==> src/rtl/sadma_pkg.sv <==
// Shared definitions for the short-address DMA channel.
// Assumes the register port is at least 11 bits wide so the control word fits.
package sadma_pkg;
    localparam int SRC_W = 4;
    localparam int NSRC  = 1 << SRC_W;

    localparam logic [2:0] REG_MEMPTR = 3'd0;
    localparam logic [2:0] REG_IOPTR  = 3'd1;
    localparam logic [2:0] REG_COUNT  = 3'd2;
    localparam logic [2:0] REG_CTRL   = 3'd3;
    localparam logic [2:0] REG_ENABLE = 3'd4;

    typedef enum logic [1:0] {
        XS_IDLE  = 2'd0,
        XS_READ  = 2'd1,
        XS_WRITE = 2'd2
    } xfer_state_t;

    typedef struct packed {
        logic             full_mode;  // bit10
        logic             ack_en;     // bit9
        logic             irq_en;     // bit8
        logic [SRC_W-1:0] src;        // bits7:4
        logic             io2mem;     // bit3
        logic             repeat_en;  // bit2
        logic             step_down;  // bit1
        logic             word;       // bit0
    } ctrl_t;
endpackage

==> src/rtl/sadma_regs.sv <==
// Register file and pointer/count update logic for the DMA channel.
// Assumes a software write in the same cycle as a transfer completion
// takes priority over the update caused by that completion.
module sadma_regs
    import sadma_pkg::*;
#(
    parameter int AW = 16,
    parameter int CW = 8
) (
    input  logic          clk,
    input  logic          rst_n,
    input  logic          cfg_wr,
    input  logic [2:0]    cfg_addr,
    input  logic [AW-1:0] cfg_wdata,
    output logic [AW-1:0] cfg_rdata,
    input  logic          xfer_done,
    output ctrl_t         ctrl,
    output logic [AW-1:0] mem_ptr,
    output logic [AW-1:0] io_ptr,
    output logic          en,
    output logic          irq
);
    logic [CW-1:0] count, count_init;
    logic [AW-1:0] mem_init;
    logic          end_flag;
    logic          last, is_idle, is_rpt;
    logic [AW-1:0] step, next_ptr;

    // Mode decode and next memory pointer.
    always_comb begin
        last     = (count == CW'(1));
        is_idle  = ctrl.repeat_en && ctrl.irq_en;
        is_rpt   = ctrl.repeat_en && !ctrl.irq_en;
        step     = ctrl.word ? AW'(2) : AW'(1);
        next_ptr = ctrl.step_down ? mem_ptr - step : mem_ptr + step;
    end

    // Register state: transfer updates first, software writes override.
    always_ff @(posedge clk) begin
        if (!rst_n) begin
            count      <= '0;
            count_init <= '0;
            mem_ptr    <= '0;
            mem_init   <= '0;
            io_ptr     <= '0;
            ctrl       <= '0;
            en         <= 1'b0;
            end_flag   <= 1'b0;
        end else begin
            if (xfer_done) begin
                if (!is_idle) mem_ptr <= next_ptr;
                count <= count - CW'(1);
                if (last) begin
                    if (is_rpt) begin
                        mem_ptr <= mem_init;
                        count   <= count_init;
                    end else begin
                        en       <= 1'b0;
                        end_flag <= 1'b1;
                    end
                end
            end
            if (cfg_wr) begin
                case (cfg_addr)
                    REG_MEMPTR: mem_ptr <= cfg_wdata;
                    REG_IOPTR:  io_ptr  <= cfg_wdata;
                    REG_COUNT:  count   <= cfg_wdata[CW-1:0];
                    REG_CTRL:   ctrl    <= ctrl_t'(cfg_wdata[10:0]);
                    REG_ENABLE: begin
                        if (!cfg_wdata[0]) begin
                            en <= 1'b0;
                        end else if (!en) begin
                            en         <= 1'b1;
                            end_flag   <= 1'b0;
                            mem_init   <= mem_ptr;
                            count_init <= count;
                        end
                    end
                    default: ;
                endcase
            end
        end
    end

    // Interrupt output.
    assign irq = end_flag && ctrl.irq_en;

    // Register read-back multiplexer.
    always_comb begin
        case (cfg_addr)
            REG_MEMPTR: cfg_rdata = mem_ptr;
            REG_IOPTR:  cfg_rdata = io_ptr;
            REG_COUNT:  cfg_rdata = AW'(count);
            REG_CTRL:   cfg_rdata = AW'(ctrl);
            REG_ENABLE: cfg_rdata = AW'({end_flag, en});
            default:    cfg_rdata = '0;
        endcase
    end

    // a normal-mode final transfer disables the channel.
    a_r6_normal_stops: assert property (@(posedge clk) disable iff (!rst_n)
        xfer_done && en && !ctrl.repeat_en && last |=> !en);
    // a repeat-mode transfer never disables the channel by itself.
    a_r7_repeat_keeps_en: assert property (@(posedge clk) disable iff (!rst_n)
        xfer_done && en && is_rpt && !(cfg_wr && cfg_addr == REG_ENABLE) |=> en);
    // idle mode holds the memory pointer.
    a_r8_idle_ptr_fixed: assert property (@(posedge clk) disable iff (!rst_n)
        xfer_done && is_idle && !(cfg_wr && cfg_addr == REG_MEMPTR) |=> $stable(mem_ptr));
endmodule

==> src/rtl/sadma_reqq.sv <==
// Activation source selection and pending-request counter.
// Assumes one request per cycle at most on the selected line; the
// counter saturates at 2^PW-1 and is cleared whenever the channel is not armed.
module sadma_reqq
    import sadma_pkg::*;
#(
    parameter int PW = 3
) (
    input  logic             clk,
    input  logic             rst_n,
    input  logic [NSRC-1:0]  req,
    input  logic [SRC_W-1:0] src,
    input  logic             armed,
    input  logic             take,
    output logic             have_req
);
    logic [PW-1:0] pend;
    logic          hit, inc;

    // Request hit and increment decision.
    always_comb begin
        hit = armed && req[src];
        inc = hit && ((pend != '1) || take);
    end

    // Pending counter: one up per request, one down per started transfer.
    always_ff @(posedge clk) begin
        if (!rst_n || !armed) pend <= '0;
        else if (inc && !take) pend <= pend + PW'(1);
        else if (take && !inc) pend <= pend - PW'(1);
    end

    assign have_req = armed && (pend != '0);

    // a transfer is started only against a queued request.
    a_r10_take_needs_pending: assert property (@(posedge clk) disable iff (!rst_n)
        take |-> pend != '0);
endmodule

==> src/rtl/sadma_xfer.sv <==
// Transfer sequencer: one read cycle, then one write cycle, per request.
// Assumes the bus returns read data in the same cycle as the read request.
module sadma_xfer
    import sadma_pkg::*;
#(
    parameter int AW = 16
) (
    input  logic          clk,
    input  logic          rst_n,
    input  logic          have_req,
    input  logic          io2mem,
    input  logic          word,
    input  logic [AW-1:0] mem_ptr,
    input  logic [AW-1:0] io_ptr,
    input  logic [15:0]   bus_rdata,
    output logic          take,
    output logic          done,
    output logic          bus_req,
    output logic          bus_we,
    output logic          bus_word,
    output logic [AW-1:0] bus_addr,
    output logic [15:0]   bus_wdata
);
    xfer_state_t state;
    logic [15:0] data_q;

    // Sequencer state and read-data capture.
    always_ff @(posedge clk) begin
        if (!rst_n) begin
            state  <= XS_IDLE;
            data_q <= '0;
        end else begin
            case (state)
                XS_IDLE:  if (have_req) state <= XS_READ;
                XS_READ: begin
                    state  <= XS_WRITE;
                    data_q <= word ? bus_rdata : {8'h00, bus_rdata[7:0]};
                end
                default:  state <= XS_IDLE;
            endcase
        end
    end

    // Bus drive and handshake strobes.
    always_comb begin
        take      = (state == XS_IDLE) && have_req;
        done      = (state == XS_WRITE);
        bus_req   = (state != XS_IDLE);
        bus_we    = (state == XS_WRITE);
        bus_word  = word;
        bus_wdata = data_q;
        if (state == XS_WRITE) bus_addr = io2mem ? mem_ptr : io_ptr;
        else                   bus_addr = io2mem ? io_ptr : mem_ptr;
    end

    // every read cycle is followed by a write cycle.
    a_r2_read_then_write: assert property (@(posedge clk) disable iff (!rst_n)
        bus_req && !bus_we |=> bus_req && bus_we);
endmodule

==> src/rtl/sadma_short_chan.sv <==
// Top of the short-address DMA channel with normal, repeat and idle modes.
// Assumes AW >= 11 and a single-cycle bus slave.
module sadma_short_chan
    import sadma_pkg::*;
#(
    parameter int AW = 16,
    parameter int CW = 8,
    parameter int PW = 3
) (
    input  logic            clk,
    input  logic            rst_n,
    input  logic            cfg_wr,
    input  logic [2:0]      cfg_addr,
    input  logic [AW-1:0]   cfg_wdata,
    output logic [AW-1:0]   cfg_rdata,
    input  logic [NSRC-1:0] req,
    output logic [NSRC-1:0] req_ack,
    output logic            bus_req,
    output logic            bus_we,
    output logic            bus_word,
    output logic [AW-1:0]   bus_addr,
    output logic [15:0]     bus_wdata,
    input  logic [15:0]     bus_rdata,
    output logic            irq
);
    ctrl_t         ctrl;
    logic [AW-1:0] mem_ptr, io_ptr;
    logic          en, armed, have_req, take, done;

    sadma_regs #(.AW(AW), .CW(CW)) u_regs (
        .clk(clk), .rst_n(rst_n), .cfg_wr(cfg_wr), .cfg_addr(cfg_addr),
        .cfg_wdata(cfg_wdata), .cfg_rdata(cfg_rdata), .xfer_done(done),
        .ctrl(ctrl), .mem_ptr(mem_ptr), .io_ptr(io_ptr), .en(en), .irq(irq)
    );

    assign armed = en && !ctrl.full_mode;

    sadma_reqq #(.PW(PW)) u_reqq (
        .clk(clk), .rst_n(rst_n), .req(req), .src(ctrl.src),
        .armed(armed), .take(take), .have_req(have_req)
    );

    sadma_xfer #(.AW(AW)) u_xfer (
        .clk(clk), .rst_n(rst_n), .have_req(have_req), .io2mem(ctrl.io2mem),
        .word(ctrl.word), .mem_ptr(mem_ptr), .io_ptr(io_ptr),
        .bus_rdata(bus_rdata), .take(take), .done(done), .bus_req(bus_req),
        .bus_we(bus_we), .bus_word(bus_word), .bus_addr(bus_addr),
        .bus_wdata(bus_wdata)
    );

    // Request clear pulse on the selected source at each completion.
    for (genvar g = 0; g < NSRC; g++) begin : g_ack
        assign req_ack[g] = done && ctrl.ack_en && (ctrl.src == SRC_W'(g));
    end

    // at most one clear line at a time, only in a write cycle.
    a_r11_ack_onehot: assert property (@(posedge clk) disable iff (!rst_n)
        $onehot0(req_ack));
    a_r11_ack_in_write: assert property (@(posedge clk) disable iff (!rst_n)
        (req_ack != '0) |-> bus_we);
endmodule

==> config.mk <==
export PLATFORM = sky130hd
export DESIGN_NAME = sadma_short_chan
export DESIGN_NICKNAME = d
export VERILOG_FILES = /design/src/rtl/sadma_pkg.sv /design/src/rtl/sadma_regs.sv /design/src/rtl/sadma_reqq.sv /design/src/rtl/sadma_xfer.sv /design/src/rtl/sadma_short_chan.sv
export SDC_FILE = /design/constraint.sdc
export NUM_CORES = 1
export LEC_CHECK = 0
export BUFFER_PORTS_ARGS = -buffer_cell sky130_fd_sc_hd__buf_2
export CORE_ASPECT_RATIO = 1.2
export CORE_MARGIN = 10
export CORE_UTILIZATION = 30
export DETAILED_ROUTE_END_ITERATION = 10
export HOLD_SLACK_MARGIN = 0.06
export PLACE_DENSITY = 0.54
export SKIP_CTS_REPAIR_TIMING = 1
export SLEW_MARGIN = 20
export SYNTH_ARGS = -nofsm -noshare
export SYNTH_HDL_FRONTEND = slang
export SYNTH_HIERARCHICAL = 1
export SYNTH_SLANG_ARGS = --single-unit
==> constraint.sdc <==
create_clock -name clk -period 2.7 [get_ports clk]
set_clock_uncertainty 0.2 [all_clocks]
set_input_delay 0.54 -clock clk [delete_from_list [all_inputs] [get_ports clk]]
set_output_delay 0.54 -clock clk [all_outputs]
set_load 0.1 [all_outputs]
* Word-level counts from Yosys, hierarchy flattened
Cells that the tools add are included.
** Storage, ports and cells
- Flip-flop bits (word level) :: 98
- Input bits :: 54
- Output and inout port bits :: 68
- Word-level logic and storage cells :: 131
** Cells by class
- $add $sub $neg :: 5
- $lt $le $gt $ge :: 1
- Equality and inequality tests :: 24
- Muxes and demuxes :: 38
- Bitwise operators :: 1
- Reductions and logical operators :: 44
** Operators by type and width (count)
- $mux 16 :: 11
- $pmux 16 s5 :: 1
- $mux 8 :: 5
- $eq 4x4->1 const B :: 8
- $logic_and 1x1->1 :: 27
- $add 16x16->16 :: 1
- $eq 4x3->1 const B :: 4
- $sub 16x16->16 :: 1
- $mux 1 :: 15
- $eq 4x2->1 const B :: 2
- $eq 8x1->1 const B :: 1
- $sub 8x1->8 const B :: 1
- $eq 3x2->1 const B :: 2
- $logic_not 1->1 :: 6
- $mux 3 :: 2
- $lt 4x5->1 const B :: 1
- $bmux 1 s4 :: 1
- $eq 4x1->1 const B :: 1
- $logic_not 4->1 :: 1
- $mux 2 :: 2
- $pmux 2 s2 :: 1
- $reduce_and 2->1 :: 2
- $reduce_and 4->1 :: 1
- $reduce_bool 2->1 :: 2
- 13 further kinds :: 14

* Logic depth before layout (Yosys ltp)
- Word-level depth :: 10
- Gate-level depth with buffers :: 13
- Gate-level depth less buffers :: 13

* Modules after synthesis
Netlist, hierarchy kept.
** By module, submodules not included
- sadma_regs :: times used 1, cells an instance 601, area an instance 4584.4 sq um
- sadma_xfer :: times used 1, cells an instance 100, area an instance 962.2 sq um
- sadma_reqq :: times used 1, cells an instance 24, area an instance 304.0 sq um
- sadma_short_chan :: times used 1, cells an instance 24, area an instance 122.6 sq um

* Worst setup path before layout
No wires, ideal clock.
- Path kind :: register -> output
- Start :: register u_xfer.state[1]
- End :: output req_ack[0]
- Arrival :: 3419 ps
- Data required time :: 1960 ps
- Slack :: -1459 ps
- Stages on the path, launching flop included :: 5
- Path buffers :: 1
- Path through :: dfxtp_1 > nor2b_4 > buf_4 > nand4bb_1 > nor3_1
** Between the ends
- Longest elaborated chain between the ends :: 3
** RTL lines
- start, declared :: line sadma_xfer.sv:24 : xfer_state_t state;
- start signal, assigned :: line sadma_xfer.sv:30 : state <= XS_IDLE;
- start signal, assigned :: line sadma_xfer.sv:34 : XS_IDLE: if (have_req) state <= XS_READ;
- start signal, assigned :: line sadma_xfer.sv:36 : state <= XS_WRITE;
- $eq 2x2->1
- via bus_we :: line sadma_short_chan.sv:19 : output logic bus_we,
- $logic_and 1x1->1 (2 in a row) :: line sadma_short_chan.sv:53 : assign req_ack[g] = done && ctrl.ack_en && (ctrl.src == SRC_W'(g));
- end, declared :: line sadma_short_chan.sv:17 : output logic [NSRC-1:0] req_ack,
The timed path passes the listed nets, and every way through them passes these cells.

* Worst setup path after layout
- Start :: register u_regs/ctrl[7] (netlist name)
- End :: register u_reqq.pend[2]
** Between the ends
- Longest elaborated chain between the ends :: 7
** RTL lines
- $bmux 1 s4 (*) :: line sadma_reqq.sv:22 : hit = armed && req[src];
- $mux 1 (not written as such) (*) :: line sadma_reqq.sv:22
- $logic_and 1x1->1 (*) :: line sadma_reqq.sv:22
- $logic_and 1x1->1 (*) :: line sadma_reqq.sv:23 : inc = hit && ((pend != '1) || take);
- $logic_not 1->1 :: line sadma_reqq.sv:30 : else if (take && !inc) pend <= pend - PW'(1);
- $logic_and 1x1->1 :: line sadma_reqq.sv:30
- $reduce_bool 2->1 (no line)
- end signal, assigned :: line sadma_reqq.sv:29 : else if (inc && !take) pend <= pend + PW'(1);
- end signal, assigned :: line sadma_reqq.sv:30
- end, declared :: line sadma_reqq.sv:17 : logic [PW-1:0] pend;
Mark *: on every way between the ends. The rest lies on a longest branch, timed or not. The select of a mux whose other input is x is not followed.
A chain may end at the register's enable or synchronous reset.

==> out/metrics.cfg <==
[cts]
insertion_delay_ns = 0.36
cts_buffer_depth = 2
cts-root-buf = clkbuf_16
cts.clk_slew.worst_paths_ns = 0.07
cts_tree = built
h-tree-depth = 3
cts_buffers = 9
clock-sinks = 98

[yosys]
ys_seq_area_share_pct = 32.8
synth_nets = 823
syn_area_um2 = 5970
syn_area_per_cell_um2 = 7.97
async_flop_share_pct = 0
synth-edff-count = 0
yosys_warnings = 6
synth_cells = 749
synth_top_area_share_pct = 32.8
synth_area_leaders = dfxtp_1, nand2_1, a21oi_1, ha_1, nor2_1
yosysTopAreaCell = dfxtp_1
synth_flop_cell = dfxtp_1
ys_ff_latch = 98
synth_cell_types = 71

[worst_setup_path]
arrival_ns = 2.76
cp.required_ns = 2.80
crit_slowest_cell = mux4_2
crit_path_max_incr_delay_ns = 0.50
crit_type = flop to flop
cp_cell_sequence = mux4_2 -> mux4_2 -> and3_4 -> ha_4 -> inv_2 -> fa_2 -> xor2_1 -> or3_1 -> a21oi_1
cp_common_cell = mux4_2
end_kind = flop
startpoint_type = flop
cp_max_fo = 5

[final_layout]
syn_to_final_growth_pct = 43.1
num_antenna_cells = 0
fin_cells = 1161
final_util_pct = 43.7
drive_gt1_share_pct = 32.2
num-nets-final = 969

[drt]
vias_per_cell = 5.22
antenna_left = 0
drc = 0
routed-via-count = 6063
dr.pass1.iters = 5
drt-total-wl_um = 21600
wire_per_inst_um = 18.6
drt_first_iter_violations = 345

[floorplanning]
chipHeight_um = 175
die_w_um = 149
ios = 122
initial_core_util_pct = 30.6
die-area_um2 = 26000
fp.coreArea_um2 = 19500
fp-row-count = 56

[global_route]
grt_pass1_wl_um = 33800
antenna_found_initial = 1
grt_start_max_net_pins = 25
grt_pass1_vias = 5973
overflow = 0
track_usage_pct = 16.3

[timing]
fmax_ghz = 0.376
finalHoldViolCount = 0
post-route-period-util_pct = 98.4
setup_slack_ns = 0.0420
setup-violations-final = 0
setup_tns_ns = 0
rsz0062_at_grt = true
relSlewSlack_pct = 59.1
min_period_ns = 2.66
maxSlewViolCount = 0
hold_ws_ns = 0.222
worstMarginPinSlew_ns = 0.614

[placement]
dp_slack_ns = -0.243
io_buffers = 121
dpl.cell_count = 1142
hpwl_um = 16800
place_congestion = 0.878

[run]
maxCapViolations = 0

[worst_hold_path]
hold_class = primary input to flop

[power_and_ir_drop]
p_leak_nw = 3.22
ir_drop_v = 0.000396
power_density_nw_per_um2 = 382

[run_status]
status = completed

[worst max-delay path: cells and delay by family (launching register included)]
family                   cells  cell delay (ns)
buffers and inverters        1             0.05
adder cells (fa/ha/maj)      2             0.33
AND/OR/NAND/NOR              2             0.47
multiplexers                 2             0.97
flip-flops                   1             0.39
AO/OA/AOI/OAI                1             0.13
XOR/XNOR                     1             0.06
[through the flow]
stage / area [um2] / total power (W)
after CTS: 8500 / 0.00330
final: 8550 / 0.00327
after detailed placement: 8210 / 0.00200
after floorplan: 6260 / 0.00180
after global routing: 8550 / 0.00340
after global placement: 8210 / 0.00200
[cells in the mapped netlist, types with 4 or more instances]
library cell	n
o21a_1	5
buf_2	9
dfxtp_1	98
mux4_2	7
nand4_1	4
or3_1	4
a211oi_1	4
a221oi_1	9
and2_1	9
or3b_2	4
mux2_2	8
o211ai_1	10
nand2_1	153
a31oi_1	7
a21o_1	4
a21oi_1	87
nand3_1	18
a21boi_0	14
ha_1	18
o21ai_0	24
xor2_1	4
mux4_1	4
nand2b_1	8
nor3_1	18
and3_1	4
clkbuf_1	37
inv_1	14
o21ai_1	9
nor4_1	5
mux2_4	10
a22o_1	4
xnor2_1	5
a22oi_1	6
o22ai_1	4
mux2i_1	11
nor2_1	45
nor2b_1	13
[path summary, 6_finish.rpt]
kind                                                           to  slack, ns  cells after the start                         startpoint
worst max-delay path                  u_reqq/pend[2]$_SDFFE_PP0P_       0.04                      9        u_regs/ctrl[7]$_SDFFE_PN0P_
worst min-delay path             u_xfer/bus_wdata[5]$_SDFFE_PN0N_       0.22                      3                       bus_rdata[5]
worst max register to register        u_reqq/pend[2]$_SDFFE_PP0P_       0.04                      9        u_regs/ctrl[7]$_SDFFE_PN0P_
worst min register to register  u_xfer/bus_wdata[13]$_SDFFE_PN0N_       0.25                      2  u_xfer/bus_wdata[13]$_SDFFE_PN0N_
[per-layer routing]
layer	GRT usage, %	share of wire (%)	routed length (um)	vias to the layer above
met5	0	0	0	-
met4	2.70	0.99	215	0
met3	4.24	6.2	1350	17
met2	27.4	49	10600	172
met1	20.6	44	9490	2903
li1	-	-	-	2971
[power by group]
part	switching (W)	total, W	internal, W
Combinational	0.000294	0.000487	0.000193
Sequential	0.0000197	0.00148	0.00146
Clock	0.000625	0.00130	0.000671
[registers in the layout (all words and copies together) (netlist names)]
signal,count
u_regs/ctrl,11
u_regs/mem_ptr,16
u_xfer/state,2
u_xfer/bus_wdata,16
u_regs/count,8
u_regs/mem_init,16
u_reqq/pend,3
u_regs/count_init,8
u_regs/io_ptr,16
u_regs/end_flag,1
u_regs/en,1
[final cells by class]
cell class                      count  area, um2
Clock buffer                       10        239
Clock inverter                      6       53.8
Fill cell                        1923      11000
Inverter                           14       52.6
Multi-Input combinational cell    585       4020
Sequential cell                    98       1970
Tap cell                          261        327
Timing Repair Buffer              187       1890
[logic make-up after synthesis]
kind of cell    after synthesis  synth area share [%]
fa+ha+maj                    20                  4.44
xor+xnor                     10                  1.78
simple gates                301                  23.4
mux                          41                  10.5
flops                        98                  32.8
compound gates              213                  22.5
buf+inv                      66                  4.59
[placed cells by master, fill, tap and decap left out, types with 6 or more instances in the layout]
master     Yosys  final
nor2b_4        1      6
nor2b_1       13      6
o21ai_1        9      9
and2_1         9      9
dfxtp_1       98     95
ha_1          18     17
nor2_1        45     30
nand3_1       18     18
nor3_1        18      9
mux2_2         8      8
mux4_2         7     11
buf_2          9     73
inv_1         14     12
clkbuf_16      0      9
a31oi_1        7      7
o211ai_1      10     10
a21boi_0      14     14
nor3_4         0      9
nor2_2         0      9
mux2i_1       11     11
o21ai_0       24     24
nor2_4         0      6
buf_4          2     60
a221oi_1       9      9
a22oi_1        6      6
nand2_1      153    153
nand2b_1       8      8
a21oi_1       87     86
buf_12         0     53
mux2_4        10     10
No activity file was read; power rests on OpenSTA's default activity.
